`src/rtl/wpg_pkg.sv`:
```
package wpg_pkg;
   localparam int CODE_W = 3;
   localparam int MAX_SPAN = 5;

   typedef enum logic [1:0] {
      SPAN_1 = 2'd0,
      SPAN_2 = 2'd1,
      SPAN_3 = 2'd2,
      SPAN_5 = 2'd3
   } span_e;

   typedef struct packed {
      logic  use_or;
      span_e span;
   } bias_code_t;
endpackage

```
`src/rtl/wpg_lfsr.sv`:
```
module wpg_lfsr #(
   parameter int          W    = 16,
   parameter logic [W-1:0] TAPS = 16'hB400,
   parameter logic [W-1:0] SEED = 16'hACE1
) (
   input  logic         clk,
   input  logic         rst,
   input  logic         step,
   output logic [W-1:0] state
);
   if (SEED == '0) begin : g_bad_seed
      $error("wpg_lfsr: SEED must be nonzero");
   end
   if (TAPS[W-1] != 1'b1) begin : g_bad_taps
      $error("wpg_lfsr: TAPS must include the top stage");
   end

   logic fb;
   assign fb = ^(state & TAPS);

   always_ff @(posedge clk) begin
      if (rst)       state <= SEED;
      else if (step) state <= {state[W-2:0], fb};
   end

   assert_lfsr_nonzero_R9: assert property (@(posedge clk) disable iff (rst)
      state != '0);
   assert_lfsr_hold_R2: assert property (@(posedge clk) disable iff (rst)
      !step |=> $stable(state));
endmodule

```
`src/rtl/wpg_bit.sv`:
```
module wpg_bit
   import wpg_pkg::*;
#(
   parameter int W    = 16,
   parameter int BASE = 0
) (
   input  logic [W-1:0]      state,
   input  logic [CODE_W-1:0] code,
   output logic              bit_o
);
   logic [MAX_SPAN-1:0] t;
   bias_code_t c;
   logic and_v, or_v;

   for (genvar j = 0; j < MAX_SPAN; j++) begin : g_tap
      localparam int IDX = (BASE + j) % W;
      assign t[j] = state[IDX];
   end

   assign c = bias_code_t'(code);

   always_comb begin
      unique case (c.span)
         SPAN_1: begin and_v = t[0];      or_v = t[0];      end
         SPAN_2: begin and_v = &t[1:0];   or_v = |t[1:0];   end
         SPAN_3: begin and_v = &t[2:0];   or_v = |t[2:0];   end
         default: begin and_v = &t[4:0];  or_v = |t[4:0];   end
      endcase
      bit_o = c.use_or ? or_v : and_v;
   end
endmodule

```
`src/rtl/wpg_ctrl.sv`:
```
module wpg_ctrl #(
   parameter int NUM_SETS = 4,
   parameter int SEL_W    = 2,
   parameter int CNT_W    = 16,
   parameter logic [NUM_SETS*CNT_W-1:0] COUNTS = '1
) (
   input  logic             clk,
   input  logic             rst,
   input  logic             en,
   input  logic [SEL_W-1:0] set_sel,
   output logic [SEL_W-1:0] cur_set
);
   localparam logic [SEL_W-1:0] LAST_SET = SEL_W'(NUM_SETS - 1);

   for (genvar s = 0; s < NUM_SETS; s++) begin : g_chk
      if (COUNTS[s*CNT_W +: CNT_W] == '0) begin : g_zero
         $error("wpg_ctrl: every set needs a nonzero pattern budget");
      end
   end

   logic [CNT_W-1:0] count, limit;
   logic [SEL_W-1:0] sel_ok, nxt_set;
   logic             last_pat;

   assign limit    = COUNTS[32'(cur_set)*CNT_W +: CNT_W];
   assign last_pat = (count == limit - 1'b1);
   assign sel_ok   = (32'(set_sel) < NUM_SETS) ? set_sel : '0;
   assign nxt_set  = (cur_set == LAST_SET) ? '0 : cur_set + 1'b1;

   always_ff @(posedge clk) begin
      if (rst) begin
         cur_set <= '0;
         count   <= '0;
      end else if (!en) begin
         cur_set <= sel_ok;
         count   <= '0;
      end else if (last_pat) begin
         cur_set <= nxt_set;
         count   <= '0;
      end else begin
         count   <= count + 1'b1;
      end
   end

   assert_count_bound_R7: assert property (@(posedge clk) disable iff (rst)
      count < limit);
   assert_set_range_R7: assert property (@(posedge clk) disable iff (rst)
      32'(cur_set) < NUM_SETS);
   assert_budget_wrap_R7: assert property (@(posedge clk) disable iff (rst)
      (en && last_pat) |=> (count == '0 && cur_set != $past(cur_set)));
   assert_idle_load_R8: assert property (@(posedge clk) disable iff (rst)
      !en |=> (count == '0));
endmodule

```
`src/rtl/wpg_top.sv`:
```
module wpg_top
   import wpg_pkg::*;
#(
   parameter int LFSR_W   = 16,
   parameter logic [LFSR_W-1:0] TAPS = 16'hB400,
   parameter logic [LFSR_W-1:0] SEED = 16'hACE1,
   parameter int VEC_W    = 8,
   parameter int STRIDE   = 5,
   parameter int NUM_SETS = 4,
   parameter int CNT_W    = 16,
   parameter logic [NUM_SETS*VEC_W*CODE_W-1:0] WEIGHTS =
      96'o01234567_77777777_33333333_76543210,
   parameter logic [NUM_SETS*CNT_W-1:0] COUNTS =
      {16'd3, 16'd5, 16'd4, 16'd6},
   localparam int SEL_W = (NUM_SETS > 1) ? $clog2(NUM_SETS) : 1
) (
   input  logic             clk,
   input  logic             rst,
   input  logic             en,
   input  logic [SEL_W-1:0] set_sel,
   output logic [VEC_W-1:0] vec
);
   localparam int SET_BITS = VEC_W * CODE_W;

   if (LFSR_W < MAX_SPAN) begin : g_bad_w
      $error("wpg_top: LFSR_W must be at least MAX_SPAN");
   end
   if (NUM_SETS < 2) begin : g_bad_sets
      $error("wpg_top: NUM_SETS must be at least 2");
   end

   logic [LFSR_W-1:0]   state;
   logic [SEL_W-1:0]    cur_set;
   logic [SET_BITS-1:0] cur_w;

   wpg_lfsr #(.W(LFSR_W), .TAPS(TAPS), .SEED(SEED)) u_lfsr (
      .clk(clk), .rst(rst), .step(en), .state(state)
   );

   wpg_ctrl #(.NUM_SETS(NUM_SETS), .SEL_W(SEL_W), .CNT_W(CNT_W),
              .COUNTS(COUNTS)) u_ctrl (
      .clk(clk), .rst(rst), .en(en), .set_sel(set_sel), .cur_set(cur_set)
   );

   assign cur_w = WEIGHTS[32'(cur_set)*SET_BITS +: SET_BITS];

   for (genvar i = 0; i < VEC_W; i++) begin : g_bit
      wpg_bit #(.W(LFSR_W), .BASE((i * STRIDE) % LFSR_W)) u_bit (
         .state(state),
         .code(cur_w[i*CODE_W +: CODE_W]),
         .bit_o(vec[i])
      );
   end

   assert_vec_hold_R2: assert property (@(posedge clk) disable iff (rst)
      (!en && $stable(set_sel) && (cur_set == set_sel)) |=> $stable(vec));
endmodule

```
`config.mk`:
```
export PLATFORM = sky130hd
export DESIGN_NAME = wpg_top
export DESIGN_NICKNAME = d
export VERILOG_FILES = /design/src/rtl/wpg_pkg.sv /design/src/rtl/wpg_lfsr.sv /design/src/rtl/wpg_bit.sv /design/src/rtl/wpg_ctrl.sv /design/src/rtl/wpg_top.sv
export SDC_FILE = /design/constraint.sdc
export NUM_CORES = 1
export LEC_CHECK = 0
export CORE_UTILIZATION = 40
export DETAILED_ROUTE_END_ITERATION = 8
export PLACE_DENSITY_LB_ADDON = 0.25
export SLEW_MARGIN = 15
export SYNTH_ARGS = -nofsm -noshare
export SYNTH_HDL_FRONTEND = slang
export SYNTH_SLANG_ARGS = --single-unit
```
`constraint.sdc`:
```
create_clock -name clk -period 7.56 [get_ports clk]
set_clock_uncertainty 0.2 [all_clocks]
set_input_delay 1.134 -clock clk [delete_from_list [all_inputs] [get_ports clk]]
set_output_delay 1.134 -clock clk [all_outputs]
set_load 0.01 [all_outputs]
```
Yosys cells after proc, flatten, opt, wreduce, memory -nomap -nowiden
Index checks and enable logic that the tools add are counted.
{"block": "word_totals", "register_bits": 34, "input_bits": 5, "wordCells": 114}
{"block": "classes", "add_sub_neg": 3, "n_mul": 1, "eq_ne": 19, "shifts": 2, "n_mux": 27, "n_bitwise": 1, "n_reduce_logical": 58}
{"cell": "variable part select 96 x 8 -> 24 bit, first input constant", "count": 1}
{"cell": "variable part select 64 x 7 -> 16 bit, first input constant", "count": 1}
{"cell": "one-hot mux 1 bit (3 select lines)", "count": 16}
{"cell": "AND reduction 5 bit", "count": 8}
{"cell": "OR reduction 5 bit", "count": 8}
{"cell": "OR reduction 3 bit", "count": 9}
{"cell": "AND reduction 3 bit", "count": 8}
{"cell": "equality test 2 bit, second input constant", "count": 9}
{"cell": "adder 16 x 1 -> 16 bit, second input constant", "count": 1}
{"cell": "equality test 16 bit", "count": 1}
{"cell": "equality test 2 x 1 -> 1 bit, second input constant", "count": 8}
{"cell": "logical NOT 2 bit", "count": 8}
{"cell": "AND reduction 2 bit", "count": 8}
{"cell": "OR reduction 2 bit", "count": 8}
{"cell": "parity 16 bit", "count": 1}
{"cell": "subtractor 16 x 1 -> 16 bit, second input constant", "count": 1}
{"cell": "two-way mux 1 bit", "count": 8}
{"cell": "two-way mux 2 bit", "count": 3}
{"cell": "multiplier 2 x 2 -> 4 bit, second input constant", "count": 1}
{"cell": "adder 2 x 1 -> 2 bit, second input constant", "count": 1}
{"cell": "!= test 2 x 1 -> 1 bit, second input constant", "count": 1}
{"cell": "NOT 1 bit", "count": 1}

Logic depth before layout (Yosys ltp)
{"block": "logic_depth", "word_depth": 5, "depth_mapped": 10}

Modules after synthesis
Synthesis repeated with hierarchy kept, for this count alone.
{"block": "hier_totals", "cells_unflattened": 249, "area_unflattened_um2": 2087.0}
{"mod": "wpg_ctrl", "instances": 1, "cells_per_inst": 111, "area_per_inst_um2": 983.4, "seq_area_each_um2": 360.3}
{"mod": "wpg_lfsr", "instances": 1, "cells_per_inst": 55, "area_per_inst_um2": 619.3, "seq_area_each_um2": 320.3}
{"mod": "wpg_bit", "instances": 8, "cells_per_inst": 10, "area_per_inst_um2": 58.8, "seq_area_each_um2": 0.0}
{"mod": "wpg_top", "instances": 1, "cells_per_inst": 3, "area_per_inst_um2": 13.8, "seq_area_each_um2": 0.0}

Worst setup path after synthesis
No wires, ideal clock.
{"block": "synth_path", "path_kind": "reg-to-output", "start": "register u_ctrl.cur_set[1]", "end": "output vec[6]", "arrival_ns": 2.092, "setup_slack_ns": 4.134, "stages_incl_launch_ff": 10, "n_path_buf": 4, "path_cell_list": "dfxtp_1 > clkbuf_1 > inv_1 > ha_1 > clkbuf_1 > clkbuf_1 > o21ai_0 > a21oi_1 > a21oi_1 > buf_4"}
{"block": "synth_between", "elab_chain_len": 5, "word_cells_on_any_way": 8, "cone_classes": "mul (1); eq/ne (2); shift (1); mux (3); reduce/logical (1)"}
{"item": "start: declaration", "line": "wpg_ctrl.sv:11", "text": "output logic [SEL_W-1:0] cur_set"}
{"item": "start signal: assignment", "line": "wpg_ctrl.sv:35", "text": "cur_set <= sel_ok;"}
{"item": "start signal: assignment", "line": "wpg_ctrl.sv:38", "text": "cur_set <= nxt_set;"}
{"item": "multiplier 2 x 2 -> 4 bit *", "line": "wpg_top.sv:45", "text": "assign cur_w = WEIGHTS[32'(cur_set)*SET_BITS +: SET_BITS];"}
{"item": "variable part select 96 x 8 -> 24 bit *", "line": "wpg_top.sv:45"}
{"item": "equality test 2 bit (tied with other cells)", "line": "wpg_bit.sv:23", "text": "unique case (c.span)"}
{"item": "one-hot mux 1 bit (3 select lines)", "line": "wpg_bit.sv:23"}
{"item": "two-way mux 1 bit *", "line": "wpg_bit.sv:29", "text": "bit_o = c.use_or ? or_v : and_v;"}
{"item": "end: declaration", "line": "wpg_top.sv:21", "text": "output logic [VEC_W-1:0] vec"}
Every way passes the cells marked *; elsewhere a longest branch is shown, timed or not.

Worst setup path after layout
Same ends and word-level chain as after synthesis.

==> flow_summary.rst <==
.. list-table::
   :header-rows: 1

   * - Metric
     - Value
   * - Outcome
     - complete, no violations
   * - Total global routing track utilization
     - 0.165
   * - Proportion of netlist area held by the largest area contributor
     - 0.322
   * - Internal power summed over all cells
     - ~0.31 mW
   * - Seq pwr share
     - 0.454
   * - Required time of the worst setup path
     - ~6200 ps
   * - Number of CTS-inserted buffers
     - 5
   * - Detailed placer's ending HPWL
     - ~3.0 mm
   * - # hold bufs at CTS
     - 0
   * - Number of enable-type register cells in the synthesized netlist
     - 0
   * - Average cell area after synthesis
     - a little over 8 um2
   * - Final worst-path cycle share
     - 0.572
   * - Cell depth of the worst hold path
     - 2
   * - Routed WL per cell
     - between 10 and 15 um
   * - Cells taking the most area after synthesis
     - dfxtp_1 (32%), mux2i_1 (7.1%), nor2_1 (6.0%)
   * - Antenna diodes
     - 0
   * - Clock Tree Root
     - clkbuf_8
   * - Power per Cell Area
     - between 150 and 200 nW/um2
   * - Unrepaired setup endpoints after global routing
     - no
   * - Net Switching
     - about 0.13 mW
   * - Overall Power
     - about 0.44 mW
   * - Synthesis warning total
     - 0
   * - Post-cts resize count
     - 0
   * - Kind of cell adding the most delay to the critical path
     - adder cells
   * - Slew @ Worst Pin
     - 680 ps
   * - Max transition margin
     - 0.545
   * - Gpl congestion
     - between 0.8 and 0.9
   * - Post-synthesis instance area
     - roughly 2100 um2
   * - Filler Cells Inserted
     - between 500 and 600
   * - Total leakage power
     - between 0.8 and 0.9 nW
   * - Clock slew at reported path FFs
     - about 70 ps
   * - Number of buffers and inverters on the critical path
     - 2
   * - Crit path capture type
     - output pin
   * - Full die area
     - 5580 um2
   * - Critical Path Max Stage Delay
     - approximately 740 ps
   * - Kind of critical path
     - register to output pin
   * - Top library cells by usage in the layout, fill and taps aside
     - nor2_1 (34), dfxtp_1 (34), nand2_1 (18)
   * - Setup TNS Final
     - 0 ps
   * - Largest fanout on the critical path
     - 22
   * - Area growth from synthesis to layout
     - 8.63%
   * - GR Overflow Total
     - 0
   * - Switching power as a share of total power
     - 0.301
   * - Initial antenna violation count
     - 0
   * - Cell-by-cell trace of the critical path
     - inv_1 -> ha_1 -> o21ai_0 -> nand2b_1 -> o22ai_1 -> a21oi_1 -> clkdlybuf4s50_1
   * - Maximum number of pins on one net before global-route repair
     - 28
   * - Max-cap violations
     - 0
   * - Nets@finish
     - roughly 270
   * - Critical-path cell with the highest stage delay
     - ha_1
   * - Worst hold-check path type
     - register to register
   * - Share of synthesized area occupied by flip-flops and latches
     - 0.322
   * - X dimension of the die
     - ~75 um
   * - H-tree Lvls
     - 2
   * - Initial standard-cell utilization of the core
     - 0.414
   * - Sinks on Clock Net
     - 34
   * - Endpoints failing setup
     - 0
   * - Post-CTS setup buffers
     - 0
   * - Number of cell rows
     - 26
   * - Routed vias
     - between 1.5k and 2k
   * - Seq cells post-synth
     - 34
   * - Post-Route WL
     - 4.38 mm
   * - CTS tree
     - built
   * - Final cell utilization of the core
     - 0.450
   * - Area of the core
     - slightly above 5000 um2
   * - Die height
     - 74.7 um
   * - Share of power burned in the clock network
     - 0.316
   * - CP arrival
     - 2990 ps
   * - Remaining routing DRC violations
     - 0
   * - Ys async rst share
     - 0
   * - Post-Synthesis Net Count
     - around 280
   * - Number of distinct library cells after synthesis
     - 46
   * - Final standard cell count with taps included and fillers excluded
     - ~330
   * - DRT iter0 DRCs
     - around 120
   * - Min Clock Period, post-route
     - between 4000 and 5000 ps
   * - Startpoint types
     - register
   * - Dominant register cell in the synthesized netlist
     - dfxtp_1
   * - Destination of the worst hold path
     - u_ctrl.count[15]
   * - Maximum achievable frequency
     - about 0.23 GHz
   * - Reg2Reg Setup Slack
     - 4370 ps
   * - Max-slew violation total from the final report
     - 0
   * - Combinational power share
     - 0.231
   * - Residual antenna-violating net count after detailed routing
     - 0
   * - Capture point of the worst reg-to-reg path
     - u_ctrl.count[9]
   * - I/O Pins
     - 13
   * - Routed vias/inst
     - 5.35
   * - Worst-case clock buffer depth
     - 2
   * - Number of cells produced by synthesis
     - 261
   * - Placed cells
     - 320
   * - Startpoint of the tightest hold check path
     - u_ctrl.count[15]
   * - Worst r2r path cells
     - 7
   * - Number of iterations in the first detailed-routing pass
     - 4
   * - Vias in the first global route
     - 1551
   * - Worst-skew pair later-pin latency
     - ~280 ps
   * - Share of final-layout standard cells stronger than drive strength 1
     - 0.0465
   * - Yosys top cell by area
     - dfxtp_1
   * - Worst reg2reg startpoint
     - u_ctrl.cur_set[1]
   * - Worst-case vdd ir drop
     - between 0.09 and 0.1 mV
   * - Port Buf Inserts
     - 12
   * - Number of hold violations in the final report
     - 0
   * - Wire length of the first global-routing pass
     - 7.06 mm
## synth_stat cells, drive strengths merged, types with 2 or more instances
| library cell | number |
|---|---|
| nand4 | 6 |
| nand3 | 12 |
| a221oi | 3 |
| or4 | 3 |
| a21oi | 11 |
| nor3 | 7 |
| dfxtp | 34 |
| nor2 | 34 |
| buf | 10 |
| o311ai | 2 |
| and2 | 2 |
| and3 | 6 |
| ha | 10 |
| a311oi | 2 |
| or3 | 2 |
| and4 | 3 |
| nand2b | 2 |
| inv | 9 |
| a21o | 2 |
| o211ai | 4 |
| mux2i | 15 |
| xor2 | 9 |
| xnor2 | 9 |
| a31oi | 2 |
| nand2 | 18 |
| nor2b | 2 |
| o22ai | 2 |
| o21ai | 13 |
| o31ai | 2 |
| clkbuf | 14 |
## kinds of logic after synthesis
group           count (synthesis)  share of synthesized area
simple gates                  100                      0.230
compound gates                 50                      0.167
buf+inv                        34                     0.0763
flops                          34                      0.322
xor+xnor                       18                     0.0745
mux                            15                     0.0710
fa+ha+maj                      10                     0.0591
## layout make-up
type                            count  area [um2]  area share
Multi-Input combinational cell    193        1270       0.554
Sequential cell                    34         681       0.296
Timing Repair Buffer               13         128      0.0555
Tap cell                           70        87.6      0.0381
Clock buffer                        7        86.3      0.0376
Inverter                           10        37.5      0.0163
Clock inverter                      1        5.00     0.00218
## layer usage
| metal | track usage | vias up | wire, um |
|---|---|---|---|
| met3 | 0.0375 | 2 | 79 |
| met4 | 0.0482 | 0 | 27 |
| li1 | - | 905 | - |
| met5 | 0 | - | 0 |
| met2 | 0.281 | 21 | 2140 |
| met1 | 0.207 | 827 | 2130 |
## metrics by stage
stage	worst slack [ps]	area, um2	hold WS [ps]
6_report	3230	2300	346
5_1_grt	3140	2300	388
4_1_cts	3280	2300	347
3_5_place_dp	3600	2210	327
3_3_place_gp	3640	2210	325
2_1_floorplan	4130	2120	275
## registers in the layout (all words and copies together) (netlist names)
name            cells
u_ctrl.count       16
u_lfsr.state       16
u_ctrl.cur_set      2
## worst max path at each step
stage	from	end	slack, ps	cells past startpoint
floorplan	u_ctrl.cur_set[1]	vec[6]	4130	9
global placement	u_ctrl.cur_set[1]	vec[6]	3640	7
detailed placement	u_ctrl.cur_set[1]	vec[6]	3600	7
CTS	u_ctrl.cur_set[1]	vec[6]	3280	7
global route	u_ctrl.cur_set[1]	vec[6]	3140	7
finish	u_ctrl.cur_set[1]	vec[6]	3230	7
## power by group through the flow
stage,clock network (mW),logic [mW],registers [mW]
floorplan,0,0.0862,0.197
finish,0.139,0.102,0.200
global route,0.153,0.113,0.201
global placement,0,0.101,0.204
detailed placement,0,0.101,0.204
CTS,0.144,0.102,0.200
## tightest hold or removal path, cell delays in order, from the launching register on
cell	delay (ps)
dfxtp_1	370
xor2_1	80
nor2_1	70
Power figures use the tool's default switching activity.
